## src/rtl/trap_pkg.sv

```systemverilog
package trap_pkg;
  localparam int TTW    = 9;
  localparam int PSW    = 12;
  localparam int CCRW   = 8;
  localparam int ASIW   = 8;
  localparam int SAVEW  = 40;

  localparam logic [TTW-1:0] TT_CLEAN_WIN  = 9'h024;
  localparam logic [TTW-1:0] TT_INT_VEC    = 9'h060;
  localparam logic [TTW-1:0] TT_INSN_FAULT = 9'h008;
  localparam logic [TTW-1:0] TT_DATA_FAULT = 9'h030;
  localparam logic [TTW-1:0] TT_INSN_MISS  = 9'h064;
  localparam logic [TTW-1:0] TT_DATA_MISS  = 9'h068;
  localparam logic [TTW-1:0] TT_DATA_PROT  = 9'h06C;
  localparam logic [2:0]     TT_GRP_SPILL  = 3'b010;
  localparam logic [2:0]     TT_GRP_FILL   = 3'b011;

  localparam int PS_AG   = 0;
  localparam int PS_PRIV = 2;
  localparam int PS_PEF  = 4;
  localparam int PS_RED  = 5;
  localparam int PS_MG   = 10;
  localparam int PS_IG   = 11;
  localparam logic [PSW-1:0] PS_SAVE_MASK = 12'hF3F;

  typedef enum logic [1:0] {GS_ALT, GS_MMU, GS_INT} gset_e;
endpackage

```

## src/rtl/trap_classify.sv

```systemverilog
module trap_classify
  import trap_pkg::*;
#(
  parameter int NWIN = 8,
  localparam int CWPW = $clog2(NWIN)
) (
  input  logic [TTW-1:0]  tt,
  input  logic [CWPW-1:0] cwp,
  input  logic [CWPW-1:0] cansave,
  output gset_e           gset,
  output logic [CWPW-1:0] cwp_new
);
  logic mmu_range;

  always_comb begin
    mmu_range = (tt[TTW-1:2] == TT_INSN_MISS[TTW-1:2]) ||
                (tt[TTW-1:2] == TT_DATA_MISS[TTW-1:2]) ||
                (tt[TTW-1:2] == TT_DATA_PROT[TTW-1:2]);
    if (tt == TT_INT_VEC)
      gset = GS_INT;
    else if (tt == TT_INSN_FAULT || tt == TT_DATA_FAULT || mmu_range)
      gset = GS_MMU;
    else
      gset = GS_ALT;
  end

  always_comb begin
    if (tt == TT_CLEAN_WIN)
      cwp_new = cwp - CWPW'(1);
    else if (tt[8:6] == TT_GRP_SPILL)
      cwp_new = cwp - cansave - CWPW'(2);
    else if (tt[8:6] == TT_GRP_FILL)
      cwp_new = cwp + CWPW'(1);
    else
      cwp_new = cwp;
  end
endmodule

```

## src/rtl/trap_level.sv

```systemverilog
module trap_level #(
  parameter int MAXTL = 5,
  localparam int TLW = $clog2(MAXTL + 1)
) (
  input  logic           clk,
  input  logic           rst,
  input  logic           take,
  output logic [TLW-1:0] tl,
  output logic           accept,
  output logic           reject,
  output logic           red_set
);
  localparam logic [TLW-1:0] TL_MAX  = TLW'(MAXTL);
  localparam logic [TLW-1:0] TL_EDGE = TLW'(MAXTL - 1);

  logic [TLW-1:0] tl_next;

  always_comb begin
    accept  = take && (tl < TL_MAX);
    reject  = take && (tl >= TL_MAX);
    red_set = 1'b0;
    tl_next = tl;
    if (accept) begin
      if (tl < TL_EDGE) begin
        tl_next = tl + TLW'(1);
      end else begin
        red_set = 1'b1;
        if (tl < TL_MAX) tl_next = tl + TLW'(1);
      end
    end
  end

  always_ff @(posedge clk) begin
    if (rst) tl <= '0;
    else     tl <= tl_next;
  end

  a_r2_tl_step: assert property (@(posedge clk) disable iff (rst)
    (take && tl < TL_MAX) |=> (tl == $past(tl) + TLW'(1)));
  a_r1_tl_frozen: assert property (@(posedge clk) disable iff (rst)
    (take && tl >= TL_MAX) |=> $stable(tl));
  a_r2_tl_bound: assert property (@(posedge clk) disable iff (rst)
    tl <= TL_MAX);
endmodule

```

## src/rtl/trap_stack.sv

```systemverilog
module trap_stack #(
  parameter int DEPTH = 5,
  parameter int W     = 64,
  localparam int AW = (DEPTH > 1) ? $clog2(DEPTH) : 1
) (
  input  logic          clk,
  input  logic          we,
  input  logic [AW-1:0] waddr,
  input  logic [W-1:0]  wdata,
  input  logic [AW-1:0] raddr,
  output logic [W-1:0]  rdata
);
  logic [W-1:0] mem [DEPTH];

  always_ff @(posedge clk) begin
    if (we) mem[waddr] <= wdata;
    rdata <= mem[raddr];
  end
endmodule

```

## src/rtl/trap_entry_seq.sv

```systemverilog
module trap_entry_seq
  import trap_pkg::*;
#(
  parameter int MAXTL = 5,
  parameter int NWIN  = 8,
  parameter int AW    = 64,
  localparam int CWPW = $clog2(NWIN),
  localparam int TLW  = $clog2(MAXTL + 1)
) (
  input  logic             clk,
  input  logic             rst,
  input  logic             take_i,
  input  logic [8:0]       tt_i,
  input  logic [AW-1:0]    pc_i,
  input  logic [AW-1:0]    npc_i,
  input  logic [7:0]       ccr_i,
  input  logic [7:0]       asi_i,
  input  logic [11:0]      pstate_i,
  input  logic [CWPW-1:0]  cwp_i,
  input  logic [CWPW-1:0]  cansave_i,
  input  logic [AW-1:0]    tba_i,
  input  logic [TLW-1:0]   rd_lvl_i,
  output logic             done_o,
  output logic             err_o,
  output logic [TLW-1:0]   tl_o,
  output logic [11:0]      pstate_o,
  output logic [CWPW-1:0]  cwp_o,
  output logic [AW-1:0]    pc_o,
  output logic [AW-1:0]    npc_o,
  output logic [39:0]      rd_tstate_o,
  output logic [AW-1:0]    rd_tpc_o,
  output logic [AW-1:0]    rd_tnpc_o,
  output logic [8:0]       rd_tt_o
);
  localparam int ENTW = SAVEW + 2 * AW + TTW;
  localparam int SAW  = (MAXTL > 1) ? $clog2(MAXTL) : 1;
  localparam logic [PSW-1:0] GMASK = PSW'((1 << PS_IG) | (1 << PS_MG) | (1 << PS_AG));

  logic             accept, reject, red_set;
  gset_e            gset;
  logic [CWPW-1:0]  cwp_new;
  logic [SAVEW-1:0] tstate;
  logic [PSW-1:0]   ps_new;
  logic [AW-1:0]    vec;
  logic [ENTW-1:0]  wentry, rentry;
  logic [TLW-1:0]   rd_idx;
  logic             unused_tba;

  assign unused_tba = ^tba_i[14:0];

  trap_level #(.MAXTL(MAXTL)) u_level (
    .clk(clk), .rst(rst), .take(take_i), .tl(tl_o),
    .accept(accept), .reject(reject), .red_set(red_set)
  );

  trap_classify #(.NWIN(NWIN)) u_class (
    .tt(tt_i), .cwp(cwp_i), .cansave(cansave_i),
    .gset(gset), .cwp_new(cwp_new)
  );

  always_comb begin
    tstate = '0;
    tstate[39:32] = ccr_i;
    tstate[31:24] = asi_i;
    tstate[19:8]  = pstate_i & PS_SAVE_MASK;
    tstate[CWPW-1:0] = cwp_i;
  end

  always_comb begin
    ps_new = pstate_i & ~GMASK;
    ps_new[PS_PEF]  = 1'b1;
    ps_new[PS_PRIV] = 1'b1;
    if (red_set) ps_new[PS_RED] = 1'b1;
    case (gset)
      GS_INT:  ps_new[PS_IG] = 1'b1;
      GS_MMU:  ps_new[PS_MG] = 1'b1;
      default: ps_new[PS_AG] = 1'b1;
    endcase
  end

  always_comb begin
    vec = tba_i;
    vec[14]   = (tl_o != '0);
    vec[13:5] = tt_i;
    vec[4:0]  = '0;
  end

  assign wentry = {tstate, pc_i, npc_i, tt_i};
  assign rd_idx = rd_lvl_i - TLW'(1);

  trap_stack #(.DEPTH(MAXTL), .W(ENTW)) u_stack (
    .clk(clk), .we(accept), .waddr(SAW'(tl_o)), .wdata(wentry),
    .raddr(SAW'(rd_idx)), .rdata(rentry)
  );

  assign {rd_tstate_o, rd_tpc_o, rd_tnpc_o, rd_tt_o} = rentry;

  always_ff @(posedge clk) begin
    if (rst) begin
      done_o   <= 1'b0;
      err_o    <= 1'b0;
      pstate_o <= '0;
      cwp_o    <= '0;
      pc_o     <= '0;
      npc_o    <= '0;
    end else begin
      done_o <= accept;
      if (reject) err_o <= 1'b1;
      if (accept) begin
        pstate_o <= ps_new;
        cwp_o    <= cwp_new;
        pc_o     <= vec;
        npc_o    <= vec + AW'(4);
      end
    end
  end

  a_r1_err_sticky: assert property (@(posedge clk) disable iff (rst)
    err_o |=> err_o);
  a_r1_no_done_on_reject: assert property (@(posedge clk) disable iff (rst)
    (take_i && tl_o >= TLW'(MAXTL)) |=> (!done_o && err_o && $stable(pc_o)));
  a_r6_priv_bits: assert property (@(posedge clk) disable iff (rst)
    done_o |-> (pstate_o[PS_PEF] && pstate_o[PS_PRIV]));
  a_r6_one_gset: assert property (@(posedge clk) disable iff (rst)
    done_o |-> ($countones(pstate_o & GMASK) == 1));
  a_r8_vec_align: assert property (@(posedge clk) disable iff (rst)
    done_o |-> (pc_o[4:0] == 5'd0 && pc_o[14] == (tl_o > TLW'(1))));
  a_r9_npc_step: assert property (@(posedge clk) disable iff (rst)
    done_o |-> (npc_o == pc_o + AW'(4)));
  a_r10_hold: assert property (@(posedge clk) disable iff (rst)
    !take_i |=> ($stable(pc_o) && $stable(pstate_o) && !done_o));
endmodule

```

## config.mk

```make
export PLATFORM = sky130hd
export DESIGN_NAME = trap_entry_seq
export DESIGN_NICKNAME = d
export VERILOG_FILES = /design/src/rtl/trap_pkg.sv /design/src/rtl/trap_classify.sv /design/src/rtl/trap_level.sv /design/src/rtl/trap_stack.sv /design/src/rtl/trap_entry_seq.sv
export SDC_FILE = /design/constraint.sdc
export NUM_CORES = 1
export LEC_CHECK = 0
export ABC_AREA = 1
export BUFFER_PORTS_ARGS = -buffer_cell sky130_fd_sc_hd__buf_2
export CORE_MARGIN = 3
export CORE_UTILIZATION = 58
export DETAILED_ROUTE_END_ITERATION = 6
export GPL_ROUTABILITY_DRIVEN = 0
export PLACE_DENSITY_LB_ADDON = 0.15
export SETUP_SLACK_MARGIN = 0.4
export SLEW_MARGIN = 40
export SYNTH_ARGS = -nofsm -noshare
export SYNTH_HDL_FRONTEND = slang
export SYNTH_HIERARCHICAL = 1
export SYNTH_SLANG_ARGS = --single-unit
```

## constraint.sdc

```tcl
create_clock -name clk -period 18.1 [get_ports clk]
set_clock_uncertainty 0.05 [all_clocks]
set_input_delay 2.715 -clock clk [delete_from_list [all_inputs] [get_ports clk]]
set_output_delay 2.715 -clock clk [all_outputs]
set_load 0.01 [all_outputs]
```

Word level (Yosys, flattened, before mapping). Memories as Yosys holds them, arrays and structs flattened. A register that Yosys moved wholly into a read port is not among the register bits. Index checks and enable logic that the tools add are counted.

Bits in registers: 320. Memories: 1. Word-level logic and storage cells: 55. Bits in latches: 0. Input bits: 241. Bits in read-only memories: 0. RAM bits: 830.

Memories: u_stack.mem (words 5, width 166, rd ports 1, clocked after memory_dff 1, write ports 1, RTL line trap_stack.sv:13) `logic [W-1:0] mem [DEPTH];`.

Bitwise logic cells: 0. Div/mod/pow operators: 0. Shift-type cells: 0. Equal/unequal tests: 11. Order comparisons: 3. Reductions and logical operators: 10. Add/subtract/negate cells: 7. Multiplexer cells: 15. $mul: 0.

Operators by type and width (count): $add 64x3->64 const B (1); $eq 7x5->1 const B (3); $eq 9x6->1 const B (2); $mux 3 (5); $eq 9x4->1 const B (1); $eq 9x7->1 const B (1); $mux 1 (9); $add 3x1->3 const B (2); $eq 3x2->1 const B (2); $lt 3x3->1 const B (2); $sub 3x1->3 const B (2); $logic_or 1x1->1 (4); $ge 3x3->1 const B (1); $reduce_bool 3->1 (1); $sub 3x2->3 const B (1); $sub 3x3->3 (1); $eq 2x1->1 const B (1); $eq 2x2->1 const B (1); $logic_and 1x1->1 (2); $mux 2 (1); $reduce_and 2->1 (1); $reduce_bool 2->1 (1); $reduce_or 2->1 (1).

Depth between registers and ports, before layout.
Depth after elaboration: 9. Mapped depth: 14. Mapped depth without buffers: 14.

Modules after synthesis. Netlist, hierarchy kept.

Modules (own cells, without submodules): trap_stack (times used 1, cells each 3710, area each 40591.4 µm²); trap_entry_seq (times used 1, cells each 407, area each 3216.8 µm²); trap_classify (times used 1, cells each 86, area each 411.6 µm²); trap_level (times used 1, cells each 28, area each 206.4 µm²).

Worst setup path after synthesis. Ideal clock, no wire load.

Path kind: input to register. Start: input port take_i. End: memory u_stack/mem[4][0] (netlist name) (enable). Stages on the path: 5. Setup time: 0.931 ns. Setup slack: 2.050 ns. Data required time: 17.119 ns. Buffers on the path: 1. Arrival time: 15.068 ns. Cells stage by stage: buf_2 nand2_1 inv_1 nand2_1 nor3_1.

Cells in the longest elaborated chain, start to end: 3.

Ends and longest elaborated chain: start: declaration (RTL line trap_entry_seq.sv:12) `input logic take_i,`; $logic_and 1x1->1 (RTL line trap_level.sv:19) `accept = take && (tl < TL_MAX);`; net accept (RTL line trap_entry_seq.sv:39) `logic accept, reject, red_set;`; $mux 1 (RTL line trap_stack.sv:16) `if (we) mem[waddr] <= wdata;`; $mux 1 (not written as such) (RTL line trap_stack.sv:16); end: declaration (RTL line trap_stack.sv:13).

The timed path passes the listed nets, and every way through them passes these cells.

Worst setup path after layout.
Start: input port rd_lvl_i[0]. End: register u_stack.rdata[128], read port of u_stack.mem.

Cells in the longest elaborated chain, start to end: 1.

Ends and longest elaborated chain: start: declaration (RTL line trap_entry_seq.sv:22) `input logic [TLW-1:0] rd_lvl_i,`; $sub 3x1->3 (RTL line trap_entry_seq.sv:89) `assign rd_idx = rd_lvl_i - TLW'(1);`; net rd_idx[0] (RTL line trap_entry_seq.sv:46) `logic [TLW-1:0] rd_idx;`; end: declaration (RTL line trap_stack.sv:11) `output logic [W-1:0] rdata`.

The timed path passes the listed nets, and every way through them passes these cells. A chain may end at the register's enable or synchronous reset.

==> impl_metrics.py <==
metrics = {
    "layout": {
        "fin_area_sq_mm": 0.0516,
        "nets": 4980,
        "n_fill_cell": 5439,
        "syn_to_final_growth_pct": 16.1,
        "drive_above_1_share_pct": 16.0,
    },
    "clock_tree": {
        "clkSinkCount": 1140,
        "root_buffer": "clkbuf_16",
        "cts_resized": 0,
        "post_cts.repair.setup_buffers": 0,
        "hold_buffers": 0,
        "clk_latency_ps": 660,
        "htree_levels": 3,
        "cts_made_buffers": 111,
        "path_clk_slew_ps": 60,
        "cts_buffer_depth": 3,
        "cts_tree": "built",
    },
    "global_routing": {
        "grt_max_degree": 173,
        "grtUsageTotal_pct": 24.5,
        "grt.busiest_layer": "met2",
        "met1_usage_pct": 29.3,
        "met3_usage_pct": 4.45,
        "grt_pass1_wl_mm": 150,
        "overflow": 0,
        "antenna_found_initial": 18,
        "first_global_vias": 27600,
        "gr-usage-met2_pct": 44.4,
    },
    "timing": {
        "slew_headroom_pct": 43.6,
        "max_freq_mhz": 163,
        "finalHoldViolations": 0,
        "tightest_slew_ps": 846,
        "finalSetupViolCount": 0,
        "min_period_ps": 6120,
        "rsz0062_at_grt": "false",
        "slew_violations": 0,
        "tns_ps": 0,
        "timing.final.crit_share_pct": 33.8,
    },
    "floorplanning": {
        "pin_count": 566,
        "die_h_microns": 283,
        "core.rowCount": 100,
        "initial_utilization_pct": 59.1,
        "die_w_microns": 283,
        "core-area_sq_mm": 0.0752,
        "dieArea_sq_mm": 0.0800,
    },
    "setup_path": {
        "crit_top_cell": "nand2_1",
        "cp_slowest_cell": "buf_4",
        "cp.required_ps": 18650,
        "setup.worst_path.end": "u_stack/rdata[128]$_DFF_P_",
        "reg2reg_setup_slack_ps": 14720,
        "crit_chain": "buf_2 -> inv_8 -> ha_1 -> inv_6 -> inv_6 -> buf_4 -> buf_4 -> nand3_1 -> nand2_1 -> nand2_1 -> nand2_1",
        "path_class": "input port to flip-flop",
        "r2r-end": "u_stack/mem[3][121]$_DFFE_PP_",
        "slowest_delay_ps": 770,
        "path_max_fanout": 114,
        "endpoint_kind": "flip-flop",
        "cp-start-kind": "input port",
        "r2r-start": "u_level/tl[1]$_SDFFE_PP0P_",
        "crit_arrival_ps": 6670,
        "critPathLaunch": "rd_lvl_i[0]",
        "reg2regPathDepth": 8,
    },
    "synth": {
        "yosysUniqueCellTypes": 31,
        "synthCells": 4231,
        "ys_ff_latch": 1140,
        "seq_area_frac_synth_pct": 71.3,
        "async_reset_ff_share_pct": 0,
        "synth_edf_count": 885,
        "synth_area_per_cell_sq_um": 10.5,
        "synth_warnings": 6,
        "netlist_area_sq_mm": 0.0444,
        "synth_flop_cell": "edfxtp_1",
    },
    "power_and_ir_drop": {
        "seq_power_share_pct": 51.3,
        "combPwrFrac_pct": 8.9,
        "p_sw_share_pct": 23.1,
        "power_switching_mw": 1.36,
        "leakage_nw": 24.0,
        "p_per_area_mw_per_mm2": 114,
        "pwr-share-clk_pct": 39.8,
        "p_int_mw": 4.50,
        "peakVddDrop_mv": 0.0823,
    },
    "placed_design": {
        "io_buffers": 541,
        "postPlaceCellArea_sq_mm": 0.0477,
        "hpwlAfterDp_mm": 54.6,
    },
    "route": {
        "wl_per_cell_microns": 16.9,
        "dr.pass1.iters": 7,
        "drtAntennaViolNets": 0,
        "drt-vias-per-instance": 4.89,
        "vias": 28700,
        "drt_iter0_markers": 1865,
        "drcViolationCount": 0,
        "wirelength_mm": 98.9,
    },
    "flow_run": {
        "maxCapViolCount": 0,
    },
    "outcome": {
        "status": "finished clean",
    },
    "hold_path": {
        "hp-class": "flip-flop to flip-flop",
    },
}
==> synthesized netlist by cell type, types with 2 or more instances <==
| master | count | share of area (%) |
|---|---|---|
| nand2_1 | 1459 | 12 |
| edfxtp_1 | 885 | 60 |
| buf_6 | 7 | 0.18 |
| nor3_1 | 6 | 0.068 |
| nor2_1 | 162 | 1.4 |
| inv_1 | 739 | 6.2 |
| a21oi_1 | 3 | 0.034 |
| nor2_2 | 2 | 0.028 |
| nand3_1 | 369 | 4.2 |
| inv_2 | 4 | 0.034 |
| o21ai_0 | 69 | 0.78 |
| clkbuf_1 | 71 | 0.60 |
| dfxtp_1 | 255 | 11 |
| buf_4 | 76 | 1.3 |
| xor2_1 | 2 | 0.039 |
| buf_1 | 23 | 0.19 |
| o21ai_1 | 5 | 0.056 |
| buf_2 | 72 | 0.81 |
| ha_1 | 10 | 0.28 |
==> logic make-up (layout without fill, tap and decap cells) <==
logic type | Yosys count | in the layout | synth area share, %
AO/OA/AOI/OAI | 78 | 78 | 0.904
adder cells (fa/ha/maj) | 10 | 10 | 0.282
other | 1 | 79 | 0.00844
AND/OR/NAND/NOR | 2006 | 2006 | 18.1
XOR/XNOR | 2 | 2 | 0.0394
flip-flops | 1140 | 1140 | 71.3
buffers and inverters | 994 | 1526 | 9.37
==> through the flow <==
step | hold slack, ps | util (%) | power, mW | setup slack [ps] | std cells
floorplan | 365 | - | 3.39 | 2050 | 4294
global placement | 372 | 63.3 | 3.57 | 11330 | 5633
detailed placement | 374 | 63.5 | 3.59 | 11300 | 5635
global route | 388 | 68.6 | 6.08 | 11790 | 5857
CTS | 370 | 68.5 | 5.90 | 11980 | 5845
finish | 368 | 68.6 | 5.86 | 11980 | 5861
==> per-layer routing <==
layer / routed length [microns] / share of wire [%]
met1: 39100 / 40
met2: 51300 / 52
met3: 5870 / 5.9
met4: 2520 / 2.6
met5: 56 / 0.057
==> layout make-up <==
class	instances	area [sq um]	area share [%]
diodes	15	37.5	0.0728
clock buffers	152	3200	6.20
clock inverters	58	599	1.16
inverters	745	2840	5.50
multi-input cells	2160	8870	17.2
flip-flops and latches	1140	31700	61.4
well taps	1020	1280	2.47
repair buffers	571	3090	5.99
==> critical path, delay by kind of cell <==
kind | cells | cell delay (ps)
adders and majority gates | 1 | 320
and+or+nand+nor | 4 | 430
buffers and inverters | 6 | 3020
==> state kept, by name, indices dropped and copies added (netlist names) <==
name	count
u_level/tl	3
u_stack/mem	885
pc_o	58
cwp_o	3
done_o	1
npc_o	1
pstate_o	11
u_stack/rdata	177
err_o	1
==> power groups by stage <==
| stage | Sequential (mW) | Combinational [mW] | Clock [mW] |
|---|---|---|---|
| 2_1_floorplan | 3.11 | 0.279 | 0 |
| 3_3_place_gp | 3.06 | 0.512 | 0 |
| 3_5_place_dp | 3.06 | 0.523 | 0 |
| 4_1_cts | 3.01 | 0.526 | 2.37 |
| 5_1_grt | 3.02 | 0.584 | 2.48 |
| 6_report | 3.01 | 0.520 | 2.33 |
==> how the worst min path moves through the flow <==
stage               slack (ps)                     startpoint                    endpoint  depth (start not counted)
floorplan                  370  u_stack/mem[4][175]$_DFFE_PP_  u_stack/rdata[175]$_DFF_P_                          2
CTS                        370   u_stack/mem[4][22]$_DFFE_PP_   u_stack/rdata[22]$_DFF_P_                          2
global route               390  u_stack/mem[4][173]$_DFFE_PP_  u_stack/rdata[173]$_DFF_P_                          2
global placement           370  u_stack/mem[4][176]$_DFFE_PP_  u_stack/rdata[176]$_DFF_P_                          2
finish                     370   u_stack/mem[4][22]$_DFFE_PP_   u_stack/rdata[22]$_DFF_P_                          2
detailed placement         370  u_stack/mem[4][175]$_DFFE_PP_  u_stack/rdata[175]$_DFF_P_                          2
==> placed cells by master (no fill, tap or decap), drive strengths merged, types with 2 or more instances in the layout <==
cell type  count
nand2       1459
edfxtp       885
inv          750
buf          571
nand3        370
dfxtp        255
nor2         164
clkbuf       152
o21ai         75
conb          64
clkinv        36
diode         15
ha            10
bufinv        10
clkinvlp       7
nor3           7
a21oi          3
or2            3
xor2           2
(Power assumes the default switching activity.)
